<file path="config.mk">
export PLATFORM = sky130hd
export DESIGN_NAME = resv_monitor
export DESIGN_NICKNAME = d
export VERILOG_FILES = /design/src/rtl/resv_monitor.sv
export SDC_FILE = /design/constraint.sdc
export NUM_CORES = 1
export LEC_CHECK = 0
export BUFFER_PORTS_ARGS = -buffer_cell sky130_fd_sc_hd__buf_2
export CAP_MARGIN = 40
export CORE_MARGIN = 4
export CORE_UTILIZATION = 25
export CTS_CLUSTER_DIAMETER = 30
export DETAILED_ROUTE_END_ITERATION = 10
export PLACE_DENSITY_LB_ADDON = 0.08
export SETUP_SLACK_MARGIN = 0.5
export SLEW_MARGIN = 20
export SYNTH_ARGS = -nofsm -noshare
export SYNTH_HDL_FRONTEND = slang
export SYNTH_SLANG_ARGS = --single-unit
</file>
<file path="constraint.sdc">
create_clock -name clk -period 5.9 [get_ports clk]
set_clock_uncertainty 0.05 [all_clocks]
set_input_delay 1.18 -clock clk [delete_from_list [all_inputs] [get_ports clk]]
set_output_delay 1.18 -clock clk [all_outputs]
set_load 0.03 [all_outputs]
</file>
<file path="src/rtl/resv_monitor.sv">
`timescale 1ns/1ps
module resv_monitor #(
  parameter int DW    = 32,
  parameter int DEPTH = 16,
  localparam int AW   = $clog2(DEPTH)
) (
  input  logic          clk,
  input  logic          rst_n,
  input  logic          req_valid,
  input  logic [1:0]    req_op,
  input  logic [AW-1:0] req_addr,
  input  logic [DW-1:0] req_wdata,
  input  logic          snp_we,
  input  logic [AW-1:0] snp_addr,
  input  logic [DW-1:0] snp_wdata,
  output logic          rsp_valid,
  output logic [DW-1:0] rsp_data
);
  localparam logic [1:0] OP_LD = 2'b00, OP_ST = 2'b01, OP_LL = 2'b10, OP_SC = 2'b11;

  logic [DW-1:0] mem [DEPTH];
  logic          rsv_vld;
  logic [AW-1:0] rsv_addr;
  logic [DW-1:0] rsp_nxt;

  wire is_st   = req_valid && req_op == OP_ST;
  wire is_ll   = req_valid && req_op == OP_LL;
  wire is_sc   = req_valid && req_op == OP_SC;
  wire snp_hit = snp_we && snp_addr == req_addr;
  wire sc_ok   = is_sc && rsv_vld && rsv_addr == req_addr && !snp_hit;
  wire loc_we  = (is_st || sc_ok) && !snp_hit;
  wire kill    = (snp_we && snp_addr == rsv_addr) || (is_st && req_addr == rsv_addr);

  always_ff @(posedge clk) begin
    if (loc_we) mem[req_addr] <= req_wdata;
    if (snp_we) mem[snp_addr] <= snp_wdata;
  end

  always_ff @(posedge clk) begin
    if (!rst_n) begin
      rsv_vld  <= 1'b0;
      rsv_addr <= '0;
    end else if (is_ll) begin
      rsv_vld  <= !snp_hit;
      rsv_addr <= req_addr;
    end else if (is_sc || kill) begin
      rsv_vld  <= 1'b0;
    end
  end

  always_comb begin
    unique case (req_op)
      OP_LD, OP_LL: rsp_nxt = mem[req_addr];
      OP_SC:        rsp_nxt = {{(DW-1){1'b0}}, sc_ok};
      default:      rsp_nxt = '0;
    endcase
  end

  always_ff @(posedge clk) begin
    if (!rst_n) begin
      rsp_valid <= 1'b0;
      rsp_data  <= '0;
    end else begin
      rsp_valid <= req_valid;
      rsp_data  <= req_valid ? rsp_nxt : '0;
    end
  end
endmodule


</file>
Yosys cells after proc, flatten, opt, wreduce, memory -nomap -nowiden
Memories as Yosys holds them, arrays and structs flattened.
Index checks and enable logic that the tools add are counted.
Widths: inputs -> output; s select.
{"block": "op_classes", "eq_ne": 7, "mux": 7, "reduce_logical": 18}
{"op": "$pmux 32 s2", "n": 1}
{"op": "$eq 4x4->1", "n": 4}
{"op": "$logic_and 1x1->1", "n": 10}
{"op": "$mux 1", "n": 6}
{"op": "$eq 2x2->1 const B", "n": 2}
{"op": "$logic_or 1x1->1", "n": 3}
{"op": "$eq 2x1->1 const B", "n": 1}
{"op": "$logic_not 2->1", "n": 1}
{"op": "$reduce_and 2->1", "n": 1}
{"op": "$reduce_bool 2->1", "n": 1}
{"op": "$reduce_or 2->1", "n": 1}
{"op": "$logic_not 1->1", "n": 1}
{"block": "word_totals", "register_bits": 38, "ram_bits": 512, "input_bits": 78, "output_inout_bits": 33, "mem_count": 1}
{"name": "mem", "words": 16, "word_bits": 32, "read_ports": 1, "rd_ports_with_merged_regs": 0, "write_ports": 2, "line_no": "21", "rtl": "logic [DW-1:0] mem [DEPTH];"}

Logic depth before layout (Yosys ltp)
Gate-level depths: netlist of run 1.
{"block": "depth", "ltp_word": 9, "ltp_mapped": 8, "depth_no_buf": 4}

Least setup slack after synthesis of run 1
Ideal clock, no wire load.
{"block": "synth_timing", "path_type": "input-to-reg", "start": "in req_addr[0]", "end": "mem mem[10][0], enable pin", "arrival_time_ps": 5485, "required_time_ps": 5339, "path_slack_ps": -145, "cell_stages": 5, "cell_sequence": "buf_2 buf_4 buf_6 or3b_2 o41ai_1"}
{"element": "start, declared", "line_no": "11", "rtl": "input logic [AW-1:0] req_addr,"}
{"element": "end, declared", "line_no": "21"}

==> results of run 1 <==
-- power by group through the flow --
stage	Combinational (uW)	Clock (uW)	Sequential (uW)
5_1_grt	872	9770	4440
6_report	807	9330	4430
2_1_floorplan	506	0	4500
4_1_cts	822	9520	4430
3_5_place_dp	819	0	4490
3_3_place_gp	806	0	4490
-- through the flow --
step | power (uW) | instances
2_1_floorplan | 5005 | 1567
3_3_place_gp | 5297 | 2957
3_5_place_dp | 5311 | 2965
4_1_cts | 14770 | 3297
5_1_grt | 15080 | 3298
6_report | 14570 | 3300
-- state kept, by name, indices dropped and copies added, names as in the netlist --
signal	count
rsp_data	32
rsv_vld	1
rsv_addr	4
rsp_valid	1
mem	512
-- critical path, cell delays in order --
cell and delay, ps:
buf_6 540, xor2_1 190, nor4_2 480, a21boi_4 90
buf_4 270, o41ai_4 800, buf_12 310
-- path summary, 6_finish.rpt --
kind                    start  slack, ps           to  depth (start not counted)
setup / recovery  req_addr[2]       2310   mem[5][16]                          7
hold reg to reg   rsv_addr[1]        510  rsv_addr[1]                          2
setup reg to reg  rsv_addr[0]       2960   mem[5][16]                          6
hold / removal    rsv_addr[1]        510  rsv_addr[1]                          2
-- cell families (layout without fill, tap and decap cells) --
| kind of cell | count (synthesis) | after routing | share of synthesized area |
|---|---|---|---|
| AO/OA/AOI/OAI | 52 | 52 | 0.01599 |
| other | 0 | 2 | 0 |
| AND/OR/NAND/NOR | 61 | 61 | 0.01355 |
| multiplexers | 709 | 709 | 0.3430 |
| buffers and inverters | 183 | 511 | 0.02944 |
| XOR/XNOR | 12 | 12 | 0.003870 |
| flip-flops | 550 | 550 | 0.5942 |
-- layout by cell type (no fill, tap or decap), types with 3 or more instances in the layout --
| master | netlist | layout |
|---|---|---|
| nand2_1 | 8 | 6 |
| buf_2 | 69 | 107 |
| nor2b_1 | 6 | 5 |
| nand3_1 | 5 | 5 |
| mux2_2 | 441 | 441 |
| xor2_1 | 10 | 10 |
| buf_12 | 0 | 5 |
| clkbuf_1 | 89 | 29 |
| mux2i_1 | 71 | 71 |
| dfxtp_1 | 38 | 38 |
| clkinv_8 | 0 | 4 |
| inv_6 | 0 | 3 |
| nand2b_4 | 0 | 3 |
| clkinv_2 | 0 | 40 |
| edfxtp_1 | 512 | 512 |
| o41ai_4 | 0 | 10 |
| o22ai_1 | 31 | 31 |
| buf_16 | 0 | 7 |
| mux2_1 | 71 | 71 |
| bufinv_16 | 0 | 20 |
| clkbuf_8 | 0 | 22 |
| buf_4 | 1 | 45 |
| mux4_2 | 126 | 126 |
| inv_1 | 11 | 11 |
| nor2_4 | 0 | 9 |
| clkinv_16 | 0 | 3 |
| o41ai_2 | 8 | 4 |
| nor2_1 | 14 | 5 |
| clkbuf_16 | 0 | 178 |
| clkinvlp_4 | 0 | 3 |
| nand3b_1 | 7 | 7 |
| inv_16 | 0 | 3 |
| clkinv_1 | 0 | 27 |
-- layout make-up --
type / count / area share
Tap cell: 1403 / 0.04914
Clock inverter: 103 / 0.03265
Timing Repair Buffer: 168 / 0.03412
Antenna cell: 2 / 0.0001401
Clock buffer: 229 / 0.1362
Sequential cell: 550 / 0.4517
Multi-Input combinational cell: 834 / 0.2949
Inverter: 11 / 0.001156
-- layer usage --
metal  global-route usage  wire, um  up-vias
li1                     -         -     6740
met1               0.2112     41390     8334
met2               0.2801     46350      343
met3              0.03480      3594      167
met4              0.05151      2239        2
met5                    0        12        -
==> results.md, run 1 <==
* PD cells at 407.8 nW/um2
* Cell taking the most area after synthesis: edfxtp_1
* HPWL after detailed placement at 51.10 mm
* Global-route wire length before repair at 132.6 mm
* Critical-path maximum fanout at 45
* Post-CTS resize count at 0
* I/O pins at 111
* Sequential group share of total power at 0.304
* Clock sink count at 550
* CP endpoint kind: flip-flop
* Setup Fix Bufs, Post-CTS at 0
* Seq/Total Area, Yosys at 0.5942
* Final worst path period need at 3587 ps
* Largest net degree at the start of global routing at 46
* Total iterations of the first detailed-routing run at 4
* Period utilization at 0.6079
* CTS H-tree depth at 4
* Synth-to-layout area growth at 31.54%
* Hold crit path type: reg2reg
* Row count at 120
* Worst-margin pin slew at 880.3 ps
* Hold slack at 512.6 ps
* GRT Util Overall at 0.1651
* Count leader, synth: edfxtp_1
* Synth Warn # at 0
* Final GP Congestion at 0.6963
* CTS tree: yes
* Via-to-Cell Ratio at 4.723
* Fill count at 10413
* Worst-Skew Late Latency at 730 ps
* Post-route cell area at 35720 um2
* TNS Setup at 0 ps
* RSZ-0062 raised after global routing: false
* Clock share of power at 0.641
* Synth top area share at 0.5662
* Initial antenna violation count at 5
* Logic pwr share at 0.055
* Crit Path Category: in2reg
* Number of global-route vias before repair at 17538
* Port Buf Inserts at 110
* Worst EP arrival at 3940 ps
* Root buf cell: clkbuf_16
* Switching part of the total at 0.2200
* Die area at 114000 um2
* Crit start category: input port
* Post-synth design cell area at 27160 um2
* Vias at 15586
* Placed Area at 29660 um2
* Multi-input gate area at 10530 um2
* Layout cells sized above 1 at 0.5551
* Number of flops mapped to enable cells by yosys at 512
* Total of max-cap violations at 0
* Flops & latches, synth at 550
* Initial Util at 0.2526
* Max Buffers Root-to-Sink at 3
* Slew Limit Headroom at 0.4131
* Total grt overflow at 0
* WL final at 93.59 mm
* Fmax at 278.8 MHz
* Syn Nets at 1645
* Peak supply drop at 0.2045 mV
* Top_reg_cell synth: edfxtp_1
* Avg Inst Size Synth at 17.33 um2
* Lkg Pwr at 0.01234 uW
* Core area at 107500 um2
* Count of hold-fix buffers inserted at cts at 0
* Num CTS Buffers at 176
* Setup ws final at 2313 ps
* Final core occ at 0.3323
* WP data required at 6250 ps
* Largest cells by area after synthesis: edfxtp_1 (57%), mux2_2 (18%), mux4_2 (10%)
* Count of final hold-check violations at 0
* ANT nets after route at 0
* Synth cell count leaders: edfxtp_1 (512), mux2_2 (441), mux4_2 (126)
* Die width at 337.6 um
* Distinct cells, synth at 40
* Final nets at 1819
* DP Worst Slack at 1538 ps
* Routed wire length per instance at 28.36 um
* Die height at 337.6 um
* NetSw at 3206 uW
* Clock-pin slew on the worst setup and hold paths at 40 ps
* Pint at 11360 uW
* Final Max Slew Viols at 0
* Status: completed
* Finish-stage setup viols at 0
* Fraction of registers with async set/reset at 0
* First-iteration detailed-routing DRC count at 850
* Synth Instances at 1567
* Number of remaining DRC errors at 0
* Register area at 16140 um2
(Power assumes the default switching activity.)
==> run 2: changes to the inputs <==
- clock period: 5.9 -> 3 ns (I/O delays scaled with it)
==> results.md, run 2 (synthesized netlist as in run 1, its figures left out) <==
* Count of final hold-check violations at 0 (unchanged)
* Final GP Congestion at 0.7056 (was 0.6963)
* Die area at 114000 um2 (unchanged)
* Total of max-cap violations at 0 (unchanged)
* Top reg by flops: mem (unchanged)
* WP data required at 3350 ps (was 6250 ps)
* Final Max Slew Viols at 0 (unchanged)
* Register area at 16140 um2 (unchanged)
* Final worst path period need at 2501 ps
* Buffers and inverters on the worst path at 5 (was 3)
* Initial antenna violation count at 3 (was 5)
* Max reg flops at 512 (unchanged)
* Largest net degree at the start of global routing at 93 (was 46)
* Worst-margin pin slew at 750.4 ps (was 880.3 ps)
* Core area at 107500 um2 (unchanged)
* RSZ-0062 raised after global routing: true (was false)
* Count of hold-fix buffers inserted at cts at 0 (unchanged)
* Total grt overflow at 0 (unchanged)
* HPWL after detailed placement at 55.33 mm (was 51.10 mm)
* CTS tree: yes (unchanged)
* Status: completed (unchanged)
* Die height at 337.6 um (unchanged)
* Number of remaining DRC errors at 0 (unchanged)
* Fill count at 10370 (was 10413)
* Die width at 337.6 um (unchanged)
* Crit Path Category: reg2reg (was in2reg)
* Placed cells at 3009 (was 2965)
* Total iterations of the first detailed-routing run at 5 (was 4)
* Number of global-route vias before repair at 17524 (was 17538)
* Setup ws final at 498.5 ps (was 2313 ps)
* Root buf cell: clkbuf_16 (unchanged)
* Worst path top cell family by delay: buffers and inverters (unchanged)
* Finish-stage setup viols at 0 (unchanged)
* Fmax at 399.8 MHz
* Most common cell after layout, fill and taps aside: edfxtp_1 (unchanged)
* Clock-pin slew on the worst setup and hold paths at 40 ps (about the same)
* Vias at 15828 (was 15586)
* Clock sink count at 550 (unchanged)
* Lkg Pwr at 0.01261 uW (was 0.01234 uW)
* Final nets at 1871 (was 1819)
* DP Worst Slack at 65.36 ps (was 1538 ps)
* CP dominant cell by count: buf_4
* Hold crit path type: in2reg (was reg2reg)
* Routed wire length per instance at 28.53 um (was 28.36 um)
* Worst path slowest cell: dfxtp_1 (was o41ai_4)
* Via-to-Cell Ratio at 4.729 (was 4.723)
* Crit-path cells: xor2_1, buf_4, nor4_2, buf_4, a21boi_4, buf_16, o41ai_4, buf_4, buf_6 (was buf_6, xor2_1, nor4_2, a21boi_4, buf_4, o41ai_4, buf_12)
* Peak supply drop at 0.5117 mV (was 0.2045 mV)
* Period utilization at 0.8338
* Synth-to-layout area growth at 33.87% (was 31.54%)
* CTS H-tree depth at 4 (unchanged)
* WL final at 95.49 mm (was 93.59 mm)
* Num CTS Buffers at 173 (was 176)
* Slew Limit Headroom at 0.4998 (was 0.4131)
* Row count at 120 (unchanged)
* Non-Filler Instances at 3347 (was 3300)
* GRT Util Overall at 0.1679 (was 0.1651)
* Layout cells sized above 1 at 0.5628 (was 0.5551)
* Commonest non-fill, non-tap cells in the layout: edfxtp_1 (512), mux2_2 (441), clkbuf_16 (178) (unchanged)
* Global-route wire length before repair at 134.3 mm (was 132.6 mm)
* PD cells at 779.8 nW/um2 (was 407.8 nW/um2)
* Critical-path maximum fanout at 11 (was 45)
* Max Buffers Root-to-Sink at 3 (unchanged)
* Worst EP arrival at 2850 ps (was 3940 ps)
* Max incr delay on CP at 330 ps (was 800 ps)
* Worst-Skew Late Latency at 730 ps (about the same)
* Multi-input gate area at 10580 um2 (was 10530 um2)
* CP endpoint kind: flip-flop (unchanged)
* Port Buf Inserts at 110 (unchanged)
* I/O pins at 111 (unchanged)
* Top flop regs: mem (512), rsp_data (32), rsv_addr (4) (unchanged)
* ANT nets after route at 0 (unchanged)
* Crit start category: flip-flop (was input port)
* First-iteration detailed-routing DRC count at 973 (was 850)
* Initial Util at 0.2526 (unchanged)
## run 2: cell count changes in the layout (fill, tap and decap cells not counted), moves of 4 or more
| cell | delta |
|---|---|
| buf_12 | +34 |
| o41ai_2 | -4 |
| clkbuf_1 | +7 |
| clkbuf_8 | -10 |
| buf_16 | -4 |
| o41ai_4 | +4 |
| buf_4 | +22 |
## run 2: final timing paths
kind,startpoint,end,slack [ps],cells after the start
hold reg to reg,rsv_addr[3],rsv_addr[3],520,2
hold / removal,rst_n,rsv_addr[3],150,2
setup / recovery,rsv_addr[1],mem[10][11],500,9
setup reg to reg,rsv_addr[1],mem[10][11],500,9
## run 2: worst reg2reg max path, delay by kind of cell, from the launching register on
kind | cells | cell delay, ps
xor+xnor | 1 | 180
buf+inv | 5 | 980
flops | 1 | 330
simple gates | 1 | 250
compound gates | 2 | 370
## run 2: repair_timing
action,4_1_cts,5_1_grt
resized for setup,1,4
pin swaps,4,3
buffers inserted,5,4
gates cloned,2,1
endpoints found under the setup margin,169,79
## run 2: cell type report
cell class,instances,share of cell area
Inverter,11,0.001136
Timing Repair Buffer,223,0.05496
Multi-Input combinational cell,834,0.2911
Clock inverter,99,0.03043
Clock buffer,225,0.1301
Antenna cell,2,0.0001377
Tap cell,1403,0.04829
Sequential cell,550,0.4438
## run 2: per-layer routing
layer,vias to the layer above,track usage,routed length (um)
met5,-,0,0
met1,8440,0.2158,42160
met3,146,0.03445,3663
met2,371,0.2849,47520
li1,6871,-,-
met4,0,0.05160,2142
## run 2: where the power goes
part           internal (uW)  switching (uW)  total, uW
Clock                  12700            5230      18000
Sequential              8660            59.8       8720
Combinational            740             919       1660
## run 2: per-stage QoR
stage          cell area, um2  setup TNS, ps  hold slack (ps)  total power (uW)    util
6_report                36350              0            148.8             28350  0.3382
3_5_place_dp            30370              0            516.5             10520  0.2825
3_3_place_gp            30340         -11870            509.5             10500  0.2822
4_1_cts                 36310              0            93.44             28740  0.3377
2_1_floorplan           27440        -132440            480.3              9865       -
5_1_grt                 36350              0            129.5             29300  0.3381
==> run 3: changes to the inputs <==
- clock period: 3 -> 2.3 ns (I/O delays scaled with it)
==> results.md, run 3 (synthesized netlist as in run 1, its figures left out) <==
* Status: finished, violations left (was completed)
* Failing checks: negative setup slack
* Final core occ at 0.3586 (was 0.3382)
* Port Buf Inserts at 110 (unchanged)
* Routed wire length per instance at 28.90 um (was 28.53 um)
* Clock-pin slew on the worst setup and hold paths at 40 ps (about the same)
* Worst-margin pin slew at 487.1 ps (was 750.4 ps)
* Multi-input gate area at 10970 um2 (was 10580 um2)
* Crit Path Category: reg2reg (unchanged)
* Max incr delay on CP at 360 ps (was 330 ps)
* Worst-Skew Late Latency at 720 ps (was 730 ps)
* Total iterations of the first detailed-routing run at 4 (was 5)
* Final nets at 2003 (was 1871)
* Top reg by flops: mem (unchanged)
* Row count at 120 (unchanged)
* Final Max Slew Viols at 0 (unchanged)
* Count of final hold-check violations at 0 (unchanged)
* Hold crit path type: in2reg (unchanged)
* RSZ-0062 raised after global routing: true (unchanged)
* Worst EP arrival at 2730 ps (was 2850 ps)
* Number of remaining DRC errors at 0 (unchanged)
* Total of max-cap violations at 0 (unchanged)
* Sequential group share of total power at 0.318 (was 0.307)
* Largest net degree at the start of global routing at 46 (was 93)
* Max reg flops at 512 (unchanged)
* PD cells at 926.4 nW/um2 (was 779.8 nW/um2)
* Initial Util at 0.2526 (unchanged)
* ANT nets after route at 0 (unchanged)
* Pint at 27830 uW (was 22140 uW)
* WP data required at 2660 ps (was 3350 ps)
* TNS Setup at -2883 ps (was 0 ps)
* Fmax at 421.9 MHz (was 399.8 MHz)
* Final worst path period need at 2370 ps (was 2501 ps)
* CP dominant cell by count: buf_6 (was buf_4)
* Die area at 114000 um2 (unchanged)
* Period utilization at 1.031 (was 0.8338)
* Fill count at 10171 (was 10370)
* GRT Util Overall at 0.1692 (was 0.1679)
* Die width at 337.6 um (unchanged)
* Slew Limit Headroom at 0.6753 (was 0.4998)
* Clock sink count at 550 (unchanged)
* I/O pins at 111 (unchanged)
* Setup ws final at -70.41 ps (was 498.5 ps)
* Logic pwr share at 0.072 (was 0.059)
* Worst path slowest cell: dfxtp_4 (was dfxtp_1)
* Switching part of the total at 0.2209 (was 0.2190)
* WL final at 100.3 mm (was 95.49 mm)
* Synth-to-layout area growth at 41.97% (was 33.87%)
* Layout cells sized above 1 at 0.6176 (was 0.5628)
* Most common cell after layout, fill and taps aside: edfxtp_1 (unchanged)
* Global-route wire length before repair at 135.6 mm (was 134.3 mm)
* Crit start category: flip-flop (unchanged)
* Post-route cell area at 38550 um2 (was 36350 um2)
* First-iteration detailed-routing DRC count at 950 (was 973)
* Max Buffers Root-to-Sink at 3 (unchanged)
* CTS H-tree depth at 4 (unchanged)
* Core area at 107500 um2 (unchanged)
* Top flop regs: mem (512), rsp_data (32), rsv_addr (4) (unchanged)
* Critical-path maximum fanout at 6 (was 11)
* CTS tree: yes (unchanged)
* Via-to-Cell Ratio at 4.726 (was 4.729)
* Total grt overflow at 0 (unchanged)
* Commonest non-fill, non-tap cells in the layout: edfxtp_1 (512), mux2_2 (412), clkbuf_16 (192) (was edfxtp_1 (512), mux2_2 (441), clkbuf_16 (178))
* Root buf cell: clkbuf_16 (unchanged)
* Finish-stage setup viols at 142 (was 0)
* Final GP Congestion at 0.7372 (was 0.7056)
* HPWL after detailed placement at 58.86 mm (was 55.33 mm)
* CP endpoint kind: flip-flop (unchanged)
* Number of global-route vias before repair at 18000 (was 17524)
* Register area at 16150 um2 (was 16140 um2)
* Peak supply drop at 0.7797 mV (was 0.5117 mV)
* Placed Area at 31650 um2 (was 30370 um2)
* Initial antenna violation count at 3 (unchanged)
* NetSw at 7889 uW (was 6208 uW)
* Crit-path cells: xor2_4, nor4_4, buf_4, a21boi_4, buf_6, buf_6, o41ai_4, buf_6, clkbuf_16 (was xor2_1, buf_4, nor4_2, buf_4, a21boi_4, buf_16, o41ai_4, buf_4, buf_6)
* Clock share of power at 0.609 (was 0.634)
* Vias at 16405 (was 15828)
* Die height at 337.6 um (unchanged)
* Lkg Pwr at 0.01382 uW (was 0.01261 uW)
* Num CTS Buffers at 173 (unchanged)
==> run 3: changes by cell type in the layout (fill, tap and decap cells not counted), moves of 12 or more <==
cell and delta:
mux2_2 -29, buf_2 -14, clkbuf_16 +14, buf_4 +26, mux2_4 +84, buf_6 +42, buf_12 +46, bufinv_16 -12
mux2_1 -55
==> run 3: final cells by class <==
type / instances / share of cell area
flip-flops and latches: 550 / 0.4189
multi-input cells: 834 / 0.2846
clock buffers: 233 / 0.1245
repair buffers: 355 / 0.1082
well taps: 1403 / 0.04553
clock inverters: 83 / 0.01714
inverters: 11 / 0.001071
diodes: 2 / 0.0001298
==> run 3: worst paths after layout <==
path,slack (ps),cells past startpoint,end,from
hold / removal,100,3,rsv_vld,snp_we
setup / recovery,-70,9,mem[10][22],rsv_addr[3]
setup reg to reg,-70,9,mem[10][22],rsv_addr[3]
hold reg to reg,510,2,rsv_addr[2],rsv_addr[2]
==> run 3: layer usage <==
| metal | global-route usage | up-vias | part of all wire |
|---|---|---|---|
| met5 | 0 | - | 0.00030 |
| met4 | 0.05233 | 4 | 0.021 |
| met3 | 0.03497 | 147 | 0.039 |
| met2 | 0.2925 | 380 | 0.50 |
| met1 | 0.2127 | 8757 | 0.44 |
| li1 | - | 7117 | - |
==> run 3: power by group through the flow <==
stage | sequential [uW] | clock, uW | combinational, uW
after CTS | 11400 | 22200 | 2540
after global placement | 11500 | 0 | 2470
final | 11400 | 21800 | 2590
after floorplan | 11500 | 0 | 1460
after global routing | 11400 | 22800 | 2760
after detailed placement | 11500 | 0 | 2470
==> run 3: stage by stage <==
stage	setup WS [ps]	hold slack [ps]	std cells	total power [uW]
floorplan	-929.7	480.3	1567	13000
global placement	-312.0	514.1	3087	14000
detailed placement	-324.2	511.1	3087	14000
CTS	-55.93	31.45	3438	36130
global route	-125.8	54.85	3470	36990
finish	-70.41	95.56	3471	35720
==> run 3: worst max-delay path, delay by kind of cell (launching register included) <==
kind | cells | cell delay [ps]
buf+inv | 5 | 820
compound gates | 2 | 410
flops | 1 | 360
simple gates | 1 | 240
xor+xnor | 1 | 150
==> run 3: what timing repair did <==
action,CTS,global route
setup buffers,22,12
gates resized for setup,33,106
pin swaps,7,5
hold buffers,5,0
endpoints found under the hold margin,6,0
gates cloned,8,19
endpoints found under the setup margin,528,528
